$ cat config.mk
export PLATFORM = sky130hd
export DESIGN_NAME = pconv_ctl
export DESIGN_NICKNAME = d
export VERILOG_FILES = /design/src/rtl/pcc_pkg.sv /design/src/rtl/pcc_sync.sv /design/src/rtl/pcc_quiet.sv /design/src/rtl/pcc_fsm.sv /design/src/rtl/pcc_assemble.sv /design/src/rtl/pconv_ctl.sv
export SDC_FILE = /design/constraint.sdc
export NUM_CORES = 1
export LEC_CHECK = 0
export BUFFER_PORTS_ARGS = -buffer_cell sky130_fd_sc_hd__buf_2
export CAP_MARGIN = 5
export CORE_MARGIN = 2
export CORE_UTILIZATION = 31
export CTS_BUF_LIST = sky130_fd_sc_hd__clkbuf_8
export DETAILED_ROUTE_END_ITERATION = 12
export PLACE_DENSITY_LB_ADDON = 0.15
export SYNTH_ARGS = -nofsm -noshare
export SYNTH_HDL_FRONTEND = slang
export SYNTH_HIERARCHICAL = 1
export SYNTH_SLANG_ARGS = --single-unit
export TNS_END_PERCENT = 10
$ cat constraint.sdc
create_clock -name clk -period 2.1 [get_ports clk]
set_input_delay 0.315 -clock clk [delete_from_list [all_inputs] [get_ports clk]]
set_output_delay 0.315 -clock clk [all_outputs]
set_load 0.05 [all_outputs]
$ cat src/rtl/pcc_pkg.sv
package pcc_pkg;
  typedef enum logic [2:0] {
    S_IDLE, S_CSLOW, S_CNV, S_WHI, S_WLO, S_RSET, S_RSTB, S_RHLD
  } pcc_state_t;

  function automatic int ns_to_cyc(input int ns, input int clk_ns);
    return (ns + clk_ns - 1) / clk_ns;
  endfunction
endpackage

$ cat src/rtl/pcc_sync.sv
module pcc_sync #(
  parameter int STAGES = 2
) (
  input  logic clk,
  input  logic rst,
  input  logic d,
  output logic q
);
  logic [STAGES-1:0] sh;

  always_ff @(posedge clk) begin
    if (rst) sh <= '0;
    else     sh <= {sh[STAGES-2:0], d};
  end

  assign q = sh[STAGES-1];
endmodule

$ cat src/rtl/pcc_quiet.sv
module pcc_quiet #(
  parameter int PRE_CYC  = 5,
  parameter int POST_CYC = 4
) (
  input  logic clk,
  input  logic rst,
  input  logic read_n,
  input  logic cnv_fall,
  output logic pre_ok,
  output logic post_ok
);
  localparam int MX = (PRE_CYC > POST_CYC) ? PRE_CYC : POST_CYC;
  localparam int GW = $clog2(MX + 2);

  logic [GW-1:0] rd_gap;
  logic [GW-1:0] fall_gap;

  always_ff @(posedge clk) begin
    if (rst) begin
      rd_gap   <= GW'(PRE_CYC);
      fall_gap <= GW'(POST_CYC);
    end else begin
      if (!read_n)                    rd_gap <= '0;
      else if (rd_gap < GW'(PRE_CYC)) rd_gap <= rd_gap + 1'b1;
      if (cnv_fall)                        fall_gap <= '0;
      else if (fall_gap < GW'(POST_CYC))   fall_gap <= fall_gap + 1'b1;
    end
  end

  assign pre_ok  = (rd_gap >= GW'(PRE_CYC));
  assign post_ok = (fall_gap >= GW'(POST_CYC));
endmodule

$ cat src/rtl/pcc_fsm.sv
module pcc_fsm
  import pcc_pkg::*;
#(
  parameter int START_CYC = 2,
  parameter int PRE_CYC   = 5,
  parameter int POST_CYC  = 4,
  parameter int RD_SETUP  = 1,
  parameter int RD_LEN    = 2,
  parameter int RD_HOLD   = 1,
  parameter int TO_CYC    = 256
) (
  input  logic clk,
  input  logic rst,
  input  logic go,
  input  logic narrow,
  input  logic busy_s,
  input  logic pre_ok,
  input  logic post_ok,
  output logic chip_sel_n,
  output logic start_n,
  output logic read_n,
  output logic lane_hi,
  output logic narrow_q,
  output logic cap,
  output logic fin,
  output logic cnv_fall,
  output logic tmo_err,
  output logic ovr_flag
);
  localparam int CW = $clog2(TO_CYC + START_CYC + RD_SETUP + RD_LEN + RD_HOLD + 2);

  pcc_state_t    state;
  logic [CW-1:0] cnt;

  assign cnv_fall = (state == S_CSLOW) && pre_ok;
  assign cap      = (state == S_RSTB) && (cnt == CW'(RD_LEN - 1));
  assign fin      = (state == S_RHLD) && (cnt == CW'(RD_HOLD - 1)) && !(narrow_q && !lane_hi);

  always_ff @(posedge clk) begin
    if (rst) begin
      state      <= S_IDLE;
      cnt        <= '0;
      chip_sel_n <= 1'b1;
      start_n    <= 1'b1;
      read_n     <= 1'b1;
      lane_hi    <= 1'b0;
      narrow_q   <= 1'b0;
      tmo_err    <= 1'b0;
      ovr_flag   <= 1'b0;
    end else begin
      if (go && state != S_IDLE) ovr_flag <= 1'b1;
      case (state)
        S_IDLE: if (go) begin
          state      <= S_CSLOW;
          chip_sel_n <= 1'b0;
          narrow_q   <= narrow;
          tmo_err    <= 1'b0;
          ovr_flag   <= 1'b0;
          cnt        <= '0;
        end
        S_CSLOW: if (pre_ok) begin
          state   <= S_CNV;
          start_n <= 1'b0;
          cnt     <= CW'(1);
        end
        S_CNV: if (cnt >= CW'(START_CYC)) begin
          start_n <= 1'b1;
          state   <= S_WHI;
          cnt     <= '0;
        end else cnt <= cnt + 1'b1;
        S_WHI: if (busy_s) begin
          state <= S_WLO;
          cnt   <= '0;
        end else if (cnt == CW'(TO_CYC - 1)) begin
          state      <= S_IDLE;
          chip_sel_n <= 1'b1;
          tmo_err    <= 1'b1;
        end else cnt <= cnt + 1'b1;
        S_WLO: if (!busy_s) begin
          state   <= S_RSET;
          lane_hi <= 1'b0;
          cnt     <= '0;
        end else if (cnt == CW'(TO_CYC - 1)) begin
          state      <= S_IDLE;
          chip_sel_n <= 1'b1;
          tmo_err    <= 1'b1;
        end else cnt <= cnt + 1'b1;
        S_RSET: begin
          if (cnt >= CW'(RD_SETUP - 1) && post_ok) begin
            read_n <= 1'b0;
            state  <= S_RSTB;
            cnt    <= '0;
          end else if (cnt < CW'(RD_SETUP - 1)) cnt <= cnt + 1'b1;
        end
        S_RSTB: if (cnt == CW'(RD_LEN - 1)) begin
          read_n <= 1'b1;
          state  <= S_RHLD;
          cnt    <= '0;
        end else cnt <= cnt + 1'b1;
        S_RHLD: if (cnt == CW'(RD_HOLD - 1)) begin
          cnt <= '0;
          if (narrow_q && !lane_hi) begin
            lane_hi <= 1'b1;
            state   <= S_RSET;
          end else begin
            lane_hi    <= 1'b0;
            chip_sel_n <= 1'b1;
            state      <= S_IDLE;
          end
        end else cnt <= cnt + 1'b1;
        default: state <= S_IDLE;
      endcase
    end
  end

  // Checker counters, independent of the sequencing counters above.
  logic [7:0] ck_low, ck_rdhi, ck_sfall;
  logic       ck_start_q;
  always_ff @(posedge clk) begin
    if (rst) begin
      ck_low <= '0; ck_rdhi <= 8'hFF; ck_sfall <= 8'hFF; ck_start_q <= 1'b1;
    end else begin
      ck_start_q <= start_n;
      ck_low     <= !start_n ? ck_low + 8'd1 : 8'd0;
      if (!read_n) ck_rdhi <= '0;
      else if (ck_rdhi != 8'hFF) ck_rdhi <= ck_rdhi + 8'd1;
      if (ck_start_q && !start_n) ck_sfall <= '0;
      else if (ck_sfall != 8'hFF) ck_sfall <= ck_sfall + 8'd1;
    end
  end

  a_r1_sel_leads_start: assert property (@(posedge clk) disable iff (rst)
    $fell(start_n) |-> $past(!chip_sel_n));
  a_r1_sel_held: assert property (@(posedge clk) disable iff (rst)
    (!start_n || !read_n) |-> !chip_sel_n);
  a_r2_start_width: assert property (@(posedge clk) disable iff (rst)
    $rose(start_n) |-> (ck_low == 8'(START_CYC)));
  a_r3_quiet_before: assert property (@(posedge clk) disable iff (rst)
    $fell(start_n) |-> (ck_rdhi >= 8'(PRE_CYC)));
  a_r3_quiet_after: assert property (@(posedge clk) disable iff (rst)
    $fell(read_n) |-> (ck_sfall >= 8'(POST_CYC)));
  a_r4_read_not_busy: assert property (@(posedge clk) disable iff (rst)
    !read_n |-> !busy_s);
  a_r6_lane_narrow_only: assert property (@(posedge clk) disable iff (rst)
    lane_hi |-> narrow_q);
  a_r10_overrun_set: assert property (@(posedge clk) disable iff (rst)
    (go && state != S_IDLE) |=> ovr_flag);
endmodule

$ cat src/rtl/pcc_assemble.sv
module pcc_assemble #(
  parameter int DW = 16
) (
  input  logic          clk,
  input  logic          rst,
  input  logic          cap,
  input  logic          narrow_q,
  input  logic          lane_hi,
  input  logic          fin,
  input  logic [DW-1:0] bus_in,
  output logic [DW-1:0] data_out,
  output logic          data_vld
);
  localparam int HW = DW / 2;

  logic [DW-1:0] acc;

  always_ff @(posedge clk) begin
    if (rst) begin
      acc      <= '0;
      data_out <= '0;
      data_vld <= 1'b0;
    end else begin
      if (cap) begin
        if (!narrow_q)    acc          <= bus_in;
        else if (!lane_hi) acc[DW-1:HW] <= bus_in[DW-1:HW];
        else               acc[HW-1:0]  <= bus_in[DW-1:HW];
      end
      data_vld <= fin;
      if (fin) data_out <= acc;
    end
  end

  a_r7_vld_single: assert property (@(posedge clk) disable iff (rst)
    data_vld |=> !data_vld);
  a_r7_hold_result: assert property (@(posedge clk) disable iff (rst)
    !data_vld |-> $stable(data_out));
endmodule

$ cat src/rtl/pconv_ctl.sv
module pconv_ctl
  import pcc_pkg::*;
#(
  parameter int CLK_NS        = 10,
  parameter int DW            = 16,
  parameter int CNV_LOW_NS    = 20,
  parameter int QUIET_PRE_NS  = 50,
  parameter int QUIET_POST_NS = 40,
  parameter int RD_SETUP      = 1,
  parameter int RD_LEN        = 2,
  parameter int RD_HOLD       = 1,
  parameter int TO_CYC        = 256,
  parameter int SYNC_STAGES   = 2
) (
  input  logic          clk,
  input  logic          rst,
  input  logic          go,
  input  logic          narrow,
  input  logic          cvt_busy,
  input  logic [DW-1:0] bus_in,
  output logic          chip_sel_n,
  output logic          start_n,
  output logic          read_n,
  output logic          lane_hi,
  output logic [DW-1:0] data_out,
  output logic          data_vld,
  output logic          tmo_err,
  output logic          ovr_flag
);
  localparam int START_CYC = ns_to_cyc(CNV_LOW_NS, CLK_NS);
  localparam int PRE_CYC   = ns_to_cyc(QUIET_PRE_NS, CLK_NS);
  localparam int POST_CYC  = ns_to_cyc(QUIET_POST_NS, CLK_NS);

  logic busy_s, pre_ok, post_ok, cnv_fall, cap, fin, narrow_q;

  pcc_sync #(.STAGES(SYNC_STAGES)) u_sync (
    .clk(clk), .rst(rst), .d(cvt_busy), .q(busy_s)
  );

  pcc_quiet #(.PRE_CYC(PRE_CYC), .POST_CYC(POST_CYC)) u_quiet (
    .clk(clk), .rst(rst), .read_n(read_n), .cnv_fall(cnv_fall),
    .pre_ok(pre_ok), .post_ok(post_ok)
  );

  pcc_fsm #(
    .START_CYC(START_CYC), .PRE_CYC(PRE_CYC), .POST_CYC(POST_CYC),
    .RD_SETUP(RD_SETUP), .RD_LEN(RD_LEN), .RD_HOLD(RD_HOLD), .TO_CYC(TO_CYC)
  ) u_fsm (
    .clk(clk), .rst(rst), .go(go), .narrow(narrow), .busy_s(busy_s),
    .pre_ok(pre_ok), .post_ok(post_ok),
    .chip_sel_n(chip_sel_n), .start_n(start_n), .read_n(read_n),
    .lane_hi(lane_hi), .narrow_q(narrow_q), .cap(cap), .fin(fin),
    .cnv_fall(cnv_fall), .tmo_err(tmo_err), .ovr_flag(ovr_flag)
  );

  pcc_assemble #(.DW(DW)) u_asm (
    .clk(clk), .rst(rst), .cap(cap), .narrow_q(narrow_q), .lane_hi(lane_hi),
    .fin(fin), .bus_in(bus_in), .data_out(data_out), .data_vld(data_vld)
  );

  a_r9_no_read_after_timeout: assert property (@(posedge clk) disable iff (rst)
    $rose(tmo_err) |-> (chip_sel_n && read_n && !data_vld));
endmodule

==> results of run 1 <==
==> critical path, stage by stage (launching register included) <==
cell and delay (ps):
dfxtp_2 330, ha_4 150, and3_4 170, and2_4 150, nand4_1 120, inv_2 60, ha_4 160, inv_2 50
o21a_1 170, a311oi_4 50, buf_4 180, or3_4 360, a21oi_2 120
==> state kept, by name, summed over array words and instances (netlist names), named ones only <==
name	cells
u_fsm/chip_sel_n	1
u_fsm/narrow_q	1
u_sync/sh	2
u_fsm/cnt	9
u_asm/data_vld	1
u_quiet/fall_gap	3
u_quiet/rd_gap	3
u_fsm/state	3
u_fsm/start_n	1
u_asm/data_out	16
u_asm/acc	16
u_fsm/lane_hi	1
u_fsm/tmo_err	1
u_fsm/read_n	1
==> cell families (layout without fill, tap and decap cells) <==
group / count (synthesis) / in the layout / synth area share, %
muxes: 28 / 28 / 8.94
and+or+nand+nor: 119 / 119 / 20.7
adders and majority gates: 10 / 10 / 3.97
DFF: 60 / 60 / 38.1
buffers and inverters: 33 / 110 / 5.52
xor gates and xnor gates: 2 / 2 / 0.556
AOI/OAI and AO/OA: 96 / 96 / 22.1
==> area by class of cell <==
type	instances	area share, %
clock buffer	12	4.09
clock inverter	3	1.12
inverter	11	1.02
multi-input combinational	255	46.3
sequential	60	29.8
tap	133	4.12
timing repair buffer	84	13.5
==> path summary, 6_finish.rpt <==
check               startpoint      endpoint  slack [ps]  cells past startpoint
setup / recovery  u_fsm/cnt[1]  u_fsm/cnt[2]         -50                     12
hold / removal        cvt_busy  u_sync/sh[0]         200                      2
setup reg to reg  u_fsm/cnt[1]  u_fsm/cnt[2]         -50                     12
hold reg to reg   u_sync/sh[0]  u_sync/sh[1]         460                      1
==> layout by cell type (no fill, tap or decap), types with 3 or more instances in the layout <==
cell type | synthesis | layout
a31oi_1 | 6 | 5
ha_1 | 10 | 7
and3_1 | 5 | 4
a211oi_1 | 5 | 4
dfxtp_1 | 60 | 58
a211oi_2 | 8 | 9
nand2b_1 | 7 | 7
a21oi_1 | 30 | 29
buf_6 | 4 | 3
nand3_1 | 7 | 7
nor2_1 | 34 | 34
nand2_1 | 29 | 28
nand4_1 | 3 | 3
o21ai_0 | 12 | 11
buf_2 | 7 | 43
buf_4 | 3 | 37
inv_1 | 11 | 9
nor3_1 | 6 | 5
and2_4 | 2 | 3
ha_4 | 0 | 3
nor2b_1 | 5 | 5
clkbuf_8 | 0 | 12
mux2i_1 | 27 | 27
nand3b_1 | 4 | 4
==> through the flow <==
| stage | cell area [um^2] | hold WS [ps] |
|---|---|---|
| 2_1_floorplan | 3170 | 386 |
| 3_3_place_gp | 3660 | 436 |
| 3_5_place_dp | 3660 | 434 |
| 4_1_cts | 3970 | 192 |
| 5_1_grt | 4040 | 212 |
| 6_report | 4040 | 200 |
==> what timing repair did <==
action	CTS	global route
setup endpoints to repair	7	35
setup buffers	10	2
gates resized for setup	6	12
pin swaps	7	10
==> power groups by stage <==
stage | Combinational, mW | Sequential [mW] | Clock [mW]
2_1_floorplan | 0.368 | 1.28 | 0
3_3_place_gp | 0.584 | 1.26 | 0
3_5_place_dp | 0.583 | 1.26 | 0
4_1_cts | 0.609 | 1.23 | 1.15
5_1_grt | 0.689 | 1.24 | 1.20
6_report | 0.624 | 1.23 | 1.12
==> routing by layer <==
layer | vias to the layer above | track usage [%] | share of wire, %
met1 | 1278 | 20.0 | 49
met4 | 0 | 6.86 | 2.2
met2 | 43 | 23.7 | 46
met5 | - | 0 | 0
li1 | 1397 | - | -
met3 | 15 | 3.87 | 3.1
==> impl_metrics.ini, run 1 <==
[synth]
synth_nets = 379
synthTopCellsByArea = dfxtp_1, mux2i_1, a21oi_1
synth_cells = 348
synth_cell_types = 68
synth_top_area_share_pct = 38.1
avgSynthCellArea_um2 = 9.05
synthesis.area_um2 = 3150
async_flop_share_pct = 0
post-synth-top-count-cell = dfxtp_1
synthFlopType = dfxtp_1
synth-seq-cells = 60
ys_seq_area_share_pct = 38.1
yosys_warnings = 6
yosysTopAreaCell = dfxtp_1
synth_edf_count = 0
synthTopCellsByCount = dfxtp_1, nor2_1, a21oi_1

[placement]
io_buffers = 43
place_inst = 532
gp_congestion = 0.811
hpwlAfterDp_um = 5660
preCtsSetupSlack_ps = -51.9

[grt]
grt_start_max_net_pins = 35
antenna_found_initial = 0
grtUsageTotal_pct = 15.3
overflow = 0
grt_pass1_vias = 2770
grt_first_pass_wirelength_um = 13400

[flow_run]
drv_cap = 0

[floorplan]
coreArea_um2 = 9820
design.die.area_um2 = 11000
io_pins = 44
start_util_pct = 32.1
num_rows = 36
die_h_um = 105
die_w_um = 105

[critical_path]
cp.required_ps = 2370
start_kind = register
worstPathArrival_ps = 2420
crit_path_end_kind = register
path_class = register to register
crit_fanout = 3

[power_and_ir_drop]
p_leak_nw = 1.55
p_seq_share_pct = 41.5
peakVddDrop_v = 0.000328
power.density_nw_per_um2 = 737
p_total_mw = 2.98
p_sw_share_pct = 30.1
clkPwrFrac_pct = 37.5
switchingPower_mw = 0.895
power.internal_mw = 2.08
power.share.combinational_pct = 21.0

[detailed_routing]
drt_first_pass_iters = 4
postRouteAntennaNets = 0
viasPerCell = 4.90
drc = 0
drtIter0Drc = 121
wl_um = 8030
wl_per_cell_um = 14.4
num_vias = 2733

[status]
status = finished with violations
violations = negative setup slack

[clock_network]
cts_root_buf = clkbuf_8
clkSlewWorstSetupHoldPaths_ps = 70
cts_buffers = 9
cts.hold.buffers_added = 0
ctsLongestPathBuffers = 2
htree_levels = 3
cts_tree = yes
cts_sinks = 60
worstSkewPairLatency_ps = 340

[timing]
skew_ps = 7.22
maxSlewViolCount = 0
slew_headroom_pct = 66.9
fmax_mhz = 465
tightest_slew_ps = 496
rsz0062_at_grt = true
period_needed_ps = 2150
finalCritPeriodShare_pct = 102
setup_tns_ps = -50.9
hold_violations = 0
fin_ws_ps = -50.9
final-setup-viol-count = 1

[layout]
drive_gt1_share_pct = 33.6
fin_util_pct = 41.1
stdcell_count = 558
regArea_um2 = 1200
syn_to_final_growth_pct = 28.2
nets = 452
multi_input_area_um2 = 1870
diodes = 0
fillers = 1045

[hold_path]
min-delay-path-class = input port to register
Note: power is estimated with default switching activity, not from simulation.
==> run 2, diff against run 1 <==
--- a/config.mk
+++ b/config.mk
@@ -12,6 +12,7 @@
 export CTS_BUF_LIST = sky130_fd_sc_hd__clkbuf_8
 export DETAILED_ROUTE_END_ITERATION = 12
 export PLACE_DENSITY_LB_ADDON = 0.15
+export SKIP_CTS_REPAIR_TIMING = 1
 export SYNTH_ARGS = -nofsm -noshare
 export SYNTH_HDL_FRONTEND = slang
 export SYNTH_HIERARCHICAL = 1
==> constraint.sdc (replaced) <==
create_clock -name clk -period 2.7 [get_ports clk]
set_input_delay 0.405 -clock clk [delete_from_list [all_inputs] [get_ports clk]]
set_output_delay 0.405 -clock clk [all_outputs]
set_load 0.05 [all_outputs]
==> impl_metrics.ini, run 2 (synthesis results as in run 1) <==
[status]
status = complete, no violations

[timing]
maxSlewViolCount = 0
rsz0062_at_grt = false
period_needed_ps = 2430
skew_ps = 8.65
setup_tns_ps = 0
fin_ws_ps = 271
final-setup-viol-count = 0
tightest_slew_ps = 579
hold_violations = 0
finalCritPeriodShare_pct = 89.9
fmax_mhz = 412
slew_headroom_pct = 61.1

[detailed_routing]
drc = 0
postRouteAntennaNets = 0
drtIter0Drc = 133
wl_per_cell_um = 14.3
wl_met1_um = 3700
num_vias = 2633
wl_um = 7600
wl_met2_um = 3450
drt_first_pass_iters = 4
viasPerCell = 4.94
highest_layer = met4
wl_met3_um = 306

[clock_network]
cts_sinks = 60
worstSkewPairLatency_ps = 340
cts_tree = yes
cts_buffers = 9
htree_levels = 3
ctsLongestPathBuffers = 2
clkSlewWorstSetupHoldPaths_ps = 70
cts_root_buf = clkbuf_8

[flow_run]
drv_cap = 0

[grt]
grt_start_max_net_pins = 41
overflow = 0
antenna_found_initial = 0
grt_pass1_vias = 2513
grt_first_pass_wirelength_um = 12800
grtUsageTotal_pct = 14.8

[floorplan]
start_util_pct = 32.1
num_rows = 36
io_pins = 44
coreArea_um2 = 9820
die_h_um = 105
design.die.area_um2 = 11000
die_w_um = 105

[layout]
nets = 427
final_common_cell = dfxtp_1
reg_top3 = u_asm/acc x16, u_asm/data_out x16, u_fsm/cnt x9
drive_gt1_share_pct = 25.5
syn_to_final_growth_pct = 18.4
diodes = 0
final_cell_mix = dfxtp_1, buf_2, nor2_1
fin_util_pct = 38.0

[placement]
io_buffers = 43
gp_congestion = 0.810
preCtsSetupSlack_ps = 308
hpwlAfterDp_um = 5460

[critical_path]
crit_fanout = 5
start_kind = register
crit_path_end_kind = register
cp.required_ps = 2930
worstPathArrival_ps = 2660
path_class = register to register

[power_and_ir_drop]
peakVddDrop_v = 0.000232
p_leak_nw = 1.43
switchingPower_mw = 0.662
clkPwrFrac_pct = 38.5
p_sw_share_pct = 29.4
power.share.combinational_pct = 18.8
power.internal_mw = 1.59
power.density_nw_per_um2 = 605
p_seq_share_pct = 42.7

[hold_path]
min-delay-path-class = input port to register
[run 2: cell count changes in the layout (fill, tap and decap cells not counted), moves of 2 or more]
cell	before	now
buf_4	37	16
buf_6	3	0
clkbuf_8	12	9
clkinv_2	0	2
dfxtp_1	58	60
dfxtp_2	2	0
ha_1	7	10
ha_4	3	0
inv_1	9	12
inv_2	2	0
[run 2: final timing paths]
| check | startpoint | cells past startpoint | slack (ps) | to |
|---|---|---|---|---|
| max reg2reg | u_fsm/cnt[0] | 11 | 270 | u_fsm/cnt[3] |
| min reg2reg | u_sync/sh[0] | 1 | 460 | u_sync/sh[1] |
| min | cvt_busy | 2 | 280 | u_sync/sh[0] |
| max | u_fsm/cnt[0] | 11 | 270 | u_fsm/cnt[3] |
[run 2: layer usage]
metal  vias up  global-route usage [%]
met1      1229                    19.9
met5         -                       0
li1       1343                       -
met4         0                    7.14
met2        51                    21.9
met3        10                    3.62
[run 2: through the flow]
step,cell area (um^2),total power [mW],hold WS (ps),std cells
after floorplan,3150,1.28,414,348
after global placement,3520,1.41,427,518
after detailed placement,3520,1.41,431,518
after CTS,3730,2.28,259,533
after global routing,3730,2.38,271,533
final,3730,2.25,278,533
[run 2: final cells by class]
type | instances | area [um^2]
fill | 1043 | 6090
multi-input combinational | 255 | 1780
sequential | 60 | 1200
timing repair buffer | 59 | 335
tap | 133 | 166
clock buffer | 9 | 124
clock inverter | 6 | 81.3
inverter | 11 | 41.3
[run 2: worst max-delay path, stage by stage, from the launching register on]
cell	delay, ps
dfxtp_1	350
ha_1	210
and3_1	220
and2_1	160
nand4_1	130
inv_1	90
ha_1	220
inv_1	70
o21a_1	140
a311oi_4	410
inv_1	110
a22o_1	200
[run 2: power groups by stage]
stage                     sequential (mW)  combinational (mW)  clock [mW]
final                               0.963               0.424       0.867
after floorplan                     0.993               0.286           0
after CTS                           0.964               0.425       0.895
after global placement              0.984               0.424           0
after global routing                0.970               0.465       0.943
after detailed placement            0.984               0.422           0
==> run 3, diff against run 2 <==
--- a/config.mk
+++ b/config.mk
@@ -5,9 +5,9 @@
 export SDC_FILE = /design/constraint.sdc
 export NUM_CORES = 1
 export LEC_CHECK = 0
+export ABC_AREA = 1
 export BUFFER_PORTS_ARGS = -buffer_cell sky130_fd_sc_hd__buf_2
 export CAP_MARGIN = 5
-export CORE_MARGIN = 2
 export CORE_UTILIZATION = 31
 export CTS_BUF_LIST = sky130_fd_sc_hd__clkbuf_8
 export DETAILED_ROUTE_END_ITERATION = 12
==> impl_metrics.ini, run 3 <==
[status]
status = complete, no violations

[detailed_routing]
drc = 0
drtIter0Drc = 63
wl_um = 7510
wl_met1_um = 3730
postRouteAntennaNets = 0
viasPerCell = 4.54
wl_per_cell_um = 11.7
wl_met2_um = 3350
highest_layer = met4
num_vias = 2926
drt_first_pass_iters = 4
wl_met3_um = 344

[placement]
gp_congestion = 0.871
place_inst = 628
io_buffers = 43
hpwlAfterDp_um = 5340
preCtsSetupSlack_ps = 483

[timing]
fmax_mhz = 440
hold_violations = 0
whs_ps = 279
maxSlewViolCount = 0
slew_headroom_pct = 50.0
final-setup-viol-count = 0
tightest_slew_ps = 749
skew_ps = 9.79
fin_ws_ps = 426
finalCritPeriodShare_pct = 84.2
setup_tns_ps = 0
rsz0062_at_grt = false
period_needed_ps = 2270

[synth]
synth_nets = 492
synth_cell_types = 32
synthXorXnorAreaFrac_pct = 0.560
synth-seq-cells = 60
avgSynthCellArea_um2 = 6.79
synthesis.area_um2 = 3130
yosys.area_share.simple_pct = 30.1
yosysTopAreaCell = dfxtp_1
synth_compound_gate_area_share_pct = 15.2
synth_edf_count = 0
yosys_warnings = 6
async_flop_share_pct = 0
synth_top_family_by_area = simple AND/OR/NAND/NOR gates
synthAdderAreaFrac_pct = 4.00
synth.area.mux_share_pct = 0
synthTopCellsByArea = dfxtp_1, nand2_1, nor2_1
ys_seq_area_share_pct = 38.4
synth_top_area_share_pct = 38.4
synthTopCellsByCount = nand2_1, nor2_1, inv_1
synth_cells = 461
synthFlopType = dfxtp_1
post-synth-top-count-cell = nand2_1

[layout]
drive_gt1_share_pct = 17.4
nets = 537
final_cell_mix = nand2_1, nor2_1, inv_1
multi_input_area_um2 = 1560
fillers = 1072
syn_to_final_growth_pct = 16.3
regArea_um2 = 1200
final_common_cell = nand2_1
diodes = 0
reg_top3 = u_asm/acc x16, u_asm/data_out x16, u_fsm/cnt x9
stdcell_count = 644

[clock_network]
cts_tree = yes
ctsLongestPathBuffers = 2
htree_levels = 3
cts_root_buf = clkbuf_8
cts_sinks = 60
cts_buffers = 9
clkSlewWorstSetupHoldPaths_ps = 70
worstSkewPairLatency_ps = 340

[critical_path]
crit_fanout = 6
startpoint = u_fsm/cnt[0]
crit_path_end_kind = register
start_kind = register
reg2reg_from = u_fsm/cnt[0]
worstPathArrival_ps = 2510
cp.required_ps = 2940
path_class = register to register

[power_and_ir_drop]
p_leak_nw = 1.81
peakVddDrop_v = 0.000441
power.density_nw_per_um2 = 771
p_total_mw = 2.81

[grt]
grtUsageTotal_pct = 15.5
grt_pass1_vias = 2819
grt_start_max_net_pins = 33
overflow = 0
antenna_found_initial = 0
grt_first_pass_wirelength_um = 12700

[hold_path]
min-delay-path-class = input port to register
hold_start = cvt_busy

[floorplan]
design.die.area_um2 = 10500
io_pins = 44
coreArea_um2 = 9770
num_rows = 36
die_h_um = 102
start_util_pct = 32.0
die_w_um = 102

[flow_run]
drv_cap = 0
[run 3: changes by cell type after synthesis, sizes merged, moves of 8 or more]
cell    previous run  this run
inv               11        73
nand2             29       109
nor2              34        84
o21ai             14        47
o211ai             2        11
mux2i             27         0
nand2b             8         0
a211oi            13         2
[run 3: cells by family (layout without fill, tap and decap cells)]
group	count (synthesis)	after routing
simple gates	217	217
compound gates	86	86
buf+inv	86	136
flops	60	60
fa+ha+maj	10	10
xor+xnor	2	2
[run 3: report_power, final]
group	switching [mW]	internal, mW	total (mW)	leakage, nW
Clock	0.378	0.423	0.801	0.0968
Sequential	0.113	0.978	1.09	0.487
Combinational	0.625	0.289	0.915	1.23
[run 3: area by class of cell]
type	instances	share of cell area, %
Inverter	74	7.67
Timing Repair Buffer	46	6.53
Clock buffer	9	3.40
Clock inverter	7	1.86
Tap cell	133	4.57
Sequential cell	60	33.0
Multi-Input combinational cell	315	43.0
[run 3: stage by stage]
step	instance area, um^2	utilization [%]
2_1_floorplan	3130	-
3_3_place_gp	3450	35.3
3_5_place_dp	3450	35.3
4_1_cts	3640	37.2
5_1_grt	3640	37.2
6_report	3640	37.2
[run 3: final timing paths]
path,slack (ps),endpoint,depth (start not counted)
setup / recovery,430,u_fsm/state[2],12
hold / removal,280,u_sync/sh[0],3
setup reg to reg,430,u_fsm/state[2],12
hold reg to reg,400,u_sync/sh[1],2
[run 3: layer usage]
metal  up-vias  track usage (%)
met5         -                0
li1       1531                -
met4         0             5.60
met1      1319             19.3
met3        10             3.69
met2        66             26.1
[run 3: critical path: stages, from the launching register on]
cell	delay, ps
dfxtp_1	440
ha_1	220
nand2_1	90
nor2_1	190
nand3_1	120
nor2_1	160
ha_1	300
buf_4	180
nand2_1	50
a211oi_1	240
nand2_1	80
nand2_1	60
nor2_1	50
